`config.mk`:
```
export PLATFORM = sky130hd
export DESIGN_NAME = tape_rdr_if
export DESIGN_NICKNAME = d
export VERILOG_FILES = /design/src/rtl/tprd_pkg.sv /design/src/rtl/tprd_decode.sv /design/src/rtl/tprd_ctrl.sv /design/src/rtl/tprd_buf.sv /design/src/rtl/tape_rdr_if.sv
export SDC_FILE = /design/constraint.sdc
export NUM_CORES = 1
export LEC_CHECK = 0
export BUFFER_PORTS_ARGS = -buffer_cell sky130_fd_sc_hd__buf_2
export CORE_MARGIN = 8
export CORE_UTILIZATION = 37
export DETAILED_ROUTE_END_ITERATION = 8
export PLACE_DENSITY = 0.78
export SYNTH_ARGS = -nofsm -noshare
export SYNTH_HDL_FRONTEND = slang
export SYNTH_SLANG_ARGS = --single-unit
export TNS_END_PERCENT = 1
```
`constraint.sdc`:
```
create_clock -name clk -period 2.41 [get_ports clk]
set_clock_uncertainty 0.2 [all_clocks]
set_input_delay 0.241 -clock clk [delete_from_list [all_inputs] [get_ports clk]]
set_output_delay 0.241 -clock clk [all_outputs]
set_load 0.01 [all_outputs]
```
`src/rtl/tprd_pkg.sv`:
```
package tprd_pkg;
   typedef enum logic [2:0] {
      OP_NONE  = 3'd0,
      OP_STC   = 3'd1,
      OP_CLC   = 3'd2,
      OP_FLAG  = 3'd3,
      OP_SFC   = 3'd4,
      OP_SFS   = 3'd5,
      OP_LOAD  = 3'd6,
      OP_MERGE = 3'd7
   } tprd_op_e;

   typedef struct packed {
      logic set_ctl;
      logic clr_ctl;
      logic set_flg;
      logic clr_flg;
      logic skip_clr;
      logic skip_set;
      logic load;
      logic merge;
   } tprd_dec_t;
endpackage

```
`src/rtl/tprd_decode.sv`:
```
module tprd_decode
   import tprd_pkg::*;
#(
   parameter int              DEV_W   = 6,
   parameter logic [DEV_W-1:0] DEV_SEL = 6'o10
) (
   input  logic             io_valid,
   input  logic [DEV_W-1:0] io_dev,
   input  logic [2:0]       io_op,
   input  logic             io_hc,
   output tprd_dec_t        dec
);
   logic     hit;
   tprd_op_e op;

   assign hit = io_valid && (io_dev == DEV_SEL);
   assign op  = tprd_op_e'(io_op);

   always_comb begin
      dec          = '0;
      dec.set_ctl  = hit && (op == OP_STC);
      dec.clr_ctl  = hit && (op == OP_CLC);
      dec.set_flg  = hit && (op == OP_FLAG) && !io_hc;
      dec.clr_flg  = hit && io_hc;
      dec.skip_clr = hit && (op == OP_SFC);
      dec.skip_set = hit && (op == OP_SFS);
      dec.load     = hit && (op == OP_LOAD);
      dec.merge    = hit && (op == OP_MERGE);
   end
endmodule

```
`src/rtl/tprd_ctrl.sv`:
```
module tprd_ctrl
   import tprd_pkg::*;
(
   input  logic      clk,
   input  logic      rst_n,
   input  tprd_dec_t dec,
   input  logic      rdr_ready,
   output logic      accept,
   output logic      cmd_q,
   output logic      ctl_q,
   output logic      flag_q,
   output logic      fbf_q,
   output logic      srq_q,
   output logic      start,
   output logic      skip
);
   logic cmd_d, ctl_d, flag_d, fbf_d, cmd_prev;

   assign accept = rdr_ready && cmd_q;

   always_comb begin
      cmd_d = cmd_q;
      if (dec.set_ctl)      cmd_d = 1'b1;
      else if (dec.clr_ctl) cmd_d = 1'b0;
      else if (accept)      cmd_d = 1'b0;

      ctl_d = ctl_q;
      if (dec.set_ctl)      ctl_d = 1'b1;
      else if (dec.clr_ctl) ctl_d = 1'b0;

      flag_d = flag_q;
      fbf_d  = fbf_q;
      if (accept || dec.set_flg) begin
         flag_d = 1'b1;
         fbf_d  = 1'b1;
      end else if (dec.clr_flg) begin
         flag_d = 1'b0;
         fbf_d  = 1'b0;
      end
   end

   always_ff @(posedge clk) begin
      if (!rst_n) begin
         cmd_q    <= 1'b0;
         ctl_q    <= 1'b0;
         flag_q   <= 1'b1;
         fbf_q    <= 1'b1;
         srq_q    <= 1'b1;
         cmd_prev <= 1'b0;
      end else begin
         cmd_q    <= cmd_d;
         ctl_q    <= ctl_d;
         flag_q   <= flag_d;
         fbf_q    <= fbf_d;
         srq_q    <= flag_d;
         cmd_prev <= cmd_q;
      end
   end

   assign start = cmd_q && !cmd_prev;
   assign skip  = (dec.skip_set && flag_q) || (dec.skip_clr && !flag_q);
endmodule

```
`src/rtl/tprd_buf.sv`:
```
module tprd_buf #(
   parameter int DATA_W = 8,
   parameter int BUS_W  = 16
) (
   input  logic              clk,
   input  logic              rst_n,
   input  logic              accept,
   input  logic [DATA_W-1:0] rdr_data,
   input  logic              load,
   input  logic              merge,
   input  logic [BUS_W-1:0]  io_din,
   output logic [BUS_W-1:0]  io_dout
);
   localparam int PAD_W = BUS_W - DATA_W;

   logic [DATA_W-1:0] buf_q;
   logic [BUS_W-1:0]  buf_ext;

   always_ff @(posedge clk) begin
      if (!rst_n)      buf_q <= '0;
      else if (accept) buf_q <= rdr_data;
   end

   generate
      if (PAD_W == 0) begin : g_same
         assign buf_ext = buf_q;
      end else begin : g_pad
         assign buf_ext = {{PAD_W{1'b0}}, buf_q};
      end
   endgenerate

   always_comb begin
      if (load)       io_dout = buf_ext;
      else if (merge) io_dout = io_din | buf_ext;
      else            io_dout = io_din;
   end
endmodule

```
`src/rtl/tape_rdr_if.sv`:
```
module tape_rdr_if
   import tprd_pkg::*;
#(
   parameter int               DEV_W   = 6,
   parameter int               DATA_W  = 8,
   parameter int               BUS_W   = 16,
   parameter logic [DEV_W-1:0] DEV_SEL = 6'o10
) (
   input  logic              clk,
   input  logic              rst_n,
   input  logic              io_valid,
   input  logic [DEV_W-1:0]  io_dev,
   input  logic [2:0]        io_op,
   input  logic              io_hc,
   input  logic [BUS_W-1:0]  io_din,
   output logic [BUS_W-1:0]  io_dout,
   output logic              io_skip,
   output logic              ctl_o,
   output logic              flag_o,
   output logic              fbf_o,
   output logic              srq_o,
   output logic              rdr_run,
   output logic              rdr_start,
   input  logic              rdr_ready,
   input  logic [DATA_W-1:0] rdr_data
);
   generate
      if (BUS_W < DATA_W) begin : g_bad_width
         $error("tape_rdr_if: BUS_W must be at least DATA_W");
      end
      if (DEV_W < 1) begin : g_bad_dev
         $error("tape_rdr_if: DEV_W must be positive");
      end
   endgenerate

   tprd_dec_t dec;
   logic      accept;

   tprd_decode #(.DEV_W(DEV_W), .DEV_SEL(DEV_SEL)) i_decode (
      .io_valid (io_valid),
      .io_dev   (io_dev),
      .io_op    (io_op),
      .io_hc    (io_hc),
      .dec      (dec)
   );

   tprd_ctrl i_ctrl (
      .clk       (clk),
      .rst_n     (rst_n),
      .dec       (dec),
      .rdr_ready (rdr_ready),
      .accept    (accept),
      .cmd_q     (rdr_run),
      .ctl_q     (ctl_o),
      .flag_q    (flag_o),
      .fbf_q     (fbf_o),
      .srq_q     (srq_o),
      .start     (rdr_start),
      .skip      (io_skip)
   );

   tprd_buf #(.DATA_W(DATA_W), .BUS_W(BUS_W)) i_buf (
      .clk      (clk),
      .rst_n    (rst_n),
      .accept   (accept),
      .rdr_data (rdr_data),
      .load     (dec.load),
      .merge    (dec.merge),
      .io_din   (io_din),
      .io_dout  (io_dout)
   );
endmodule

```
==> out/results.tsv <==
metric	value	unit
outcome	complete, no violations	
worstSetupEndpointType	primary output	
synth_nets	124	
synthTopCellsByArea	dfxtp_1, a22o_1, nor2b_1	
max_freq	481	MHz
htreeDepth	1	
place_hpwl	1.96	mm
setup_violations	0	
async_reset_ff_share	0	%
wl	2.33	mm
fp-row-count	16	
drive_above_1_share	46.6	%
avgViaCountPerCell	5.03	
start_util	37.8	%
synthFlopType	dfxtp_1	
synth_top_area_share	33.7	%
dieArea	3580	µm²
synth_edf_count	0	
cts_resized	0	
grt_overflow	0	
io_pins	61	
drc	0	
synth_most_common_cell	dfxtp_1	
seq_area_frac_synth	33.7	%
ys_top_cells_by_count	dfxtp_1, nor2b_1, nand2_1	
antenna_found_initial	0	
yosys_warnings	0	
period_share	86.3	%
filler_cell_count	195	
syn_to_final_growth	51.3	%
synth_cell_type_count	27	
gp_congestion	0.788	
cts_root_buf	clkbuf_4	
min_period	2.08	ns
avgRoutedWirePerCell	13.3	µm
setup_slack	0.331	ns
synth_area_leader_cell	dfxtp_1	
die_w	59.9	µm
peakVddDrop	0.187	mV
die_y	59.9	µm
clkTransAtPathRegs	0.07	ns
max_slew_margin	71.6	%
rsz0062_at_grt	false	
fin_setup_tns	0	ns
core	1880	µm²
globalRouteTotalUtil	13.0	%
p_leak	0.000520	µW
netlist_area	712	µm²
cts_tree	done	
power_density	407	nW/µm²
grt_pass1_vias	898	
cts_made_buffers	3	
grt_max_degree	14	
drt_iter0_markers	8	
tightest_slew	0.422	ns
critical_path_arrival	1.64	ns
ctsHoldBuffers	1	
grt_pass1_wl	3.67	mm
syn_inst	86	
vias	880	
place_ws	0.319	ns
synth_area_per_cell	8.28	µm²
clock_sinks	12	
synth-seq-cells	12	
clkLatencyLatePin	0.27	ns
antenna_left	0	
io_buffers	60	
cap_violations	0	
drtPass1Iterations	3	
path_class	primary input to primary output	
finalHoldViolCount	0	
post_cts_buffers	0	
clk_path_buf_depth	2	
finalMaxSlewViolations	0	
path_max_fanout	8	
final_net_count	187	
hold_class	primary input to flip-flop	
diodes	0	
start_kind	primary input	
cp.required	1.97	ns
-- metrics by stage --
step | hold WS [ns] | std cells | total power, µW | area [µm²] | util (%)
floorplan | 0.142 | 86 | 237 | 712 | -
global placement | 0.244 | 170 | 285 | 1030 | 54.8
detailed placement | 0.249 | 170 | 287 | 1030 | 54.8
CTS | 0.00804 | 175 | 445 | 1080 | 57.2
global route | 0.0210 | 175 | 459 | 1080 | 57.2
finish | 0.0180 | 175 | 438 | 1080 | 57.2
-- area by class of cell --
cell class	count	area, µm²	share of cell area (%)
clock buffer	4	36.3	3.37
inverter	2	7.51	0.697
tap	27	33.8	3.14
multi-input combinational	68	442	41.0
timing repair buffer	62	318	29.5
sequential	12	240	22.3
-- per-layer routing --
layer  up-vias  track usage (%)  share of wire, %  routed length, µm
li1        442                -                 -                  -
met1       387             14.0                42                990
met2        48             21.5                45               1050
met3         3             6.02                11                265
met4         0             5.10               1.1                 25
met5         -                0                 0                  0
-- critical path, stage by stage --
cell and delay [ns]:
buf_2 0.11, or4_4 0.58, nor4_4 0.46, nor2b_1 0.09, buf_2 0.15
-- where the power goes --
part	internal, µW	total, µW	switching (µW)
Combinational	44.7	84.3	39.5
Sequential	198	199	0.254
Clock	91.8	155	63.4
-- path summary, 6_finish.rpt --
check                               from                           to  depth (start not counted)  slack (ns)
min reg2reg  i_buf.buf_q[5]$_SDFFE_PN0P_  i_buf.buf_q[5]$_SDFFE_PN0P_                          2        0.26
min                          rdr_data[3]  i_buf.buf_q[3]$_SDFFE_PN0P_                          3        0.02
max                            io_dev[5]                   io_dout[8]                          5        0.33
max reg2reg    i_ctrl.cmd_q$_SDFFE_PN0P_  i_buf.buf_q[2]$_SDFFE_PN0P_                          3        1.02
-- cell families after synthesis --
kind of cell | synth area share [%]
AO/OA/AOI/OAI | 22.0
XOR/XNOR | 1.23
buffers and inverters | 4.22
flip-flops | 33.7
AND/OR/NAND/NOR | 38.8
-- registers in the layout (all words and copies together) (netlist names) --
register,count
i_buf.buf_q,8
i_ctrl.cmd_prev,1
i_ctrl.cmd_q,1
i_ctrl.ctl_q,1
i_ctrl.flag_q,1
-- cell usage in the layout, fill, tap and decap left out, types with 2 or more instances in the layout --
cell type,synthesis,routed
a22o_1,8,8
clkbuf_4,0,3
a21oi_1,8,8
nor2b_1,11,11
a31oi_1,3,3
and3b_1,2,2
dfxtp_1,12,12
nand3_1,8,8
o21ai_0,4,4
nand2_1,10,10
buf_2,0,60
Note: power is estimated with default switching activity, not from simulation.
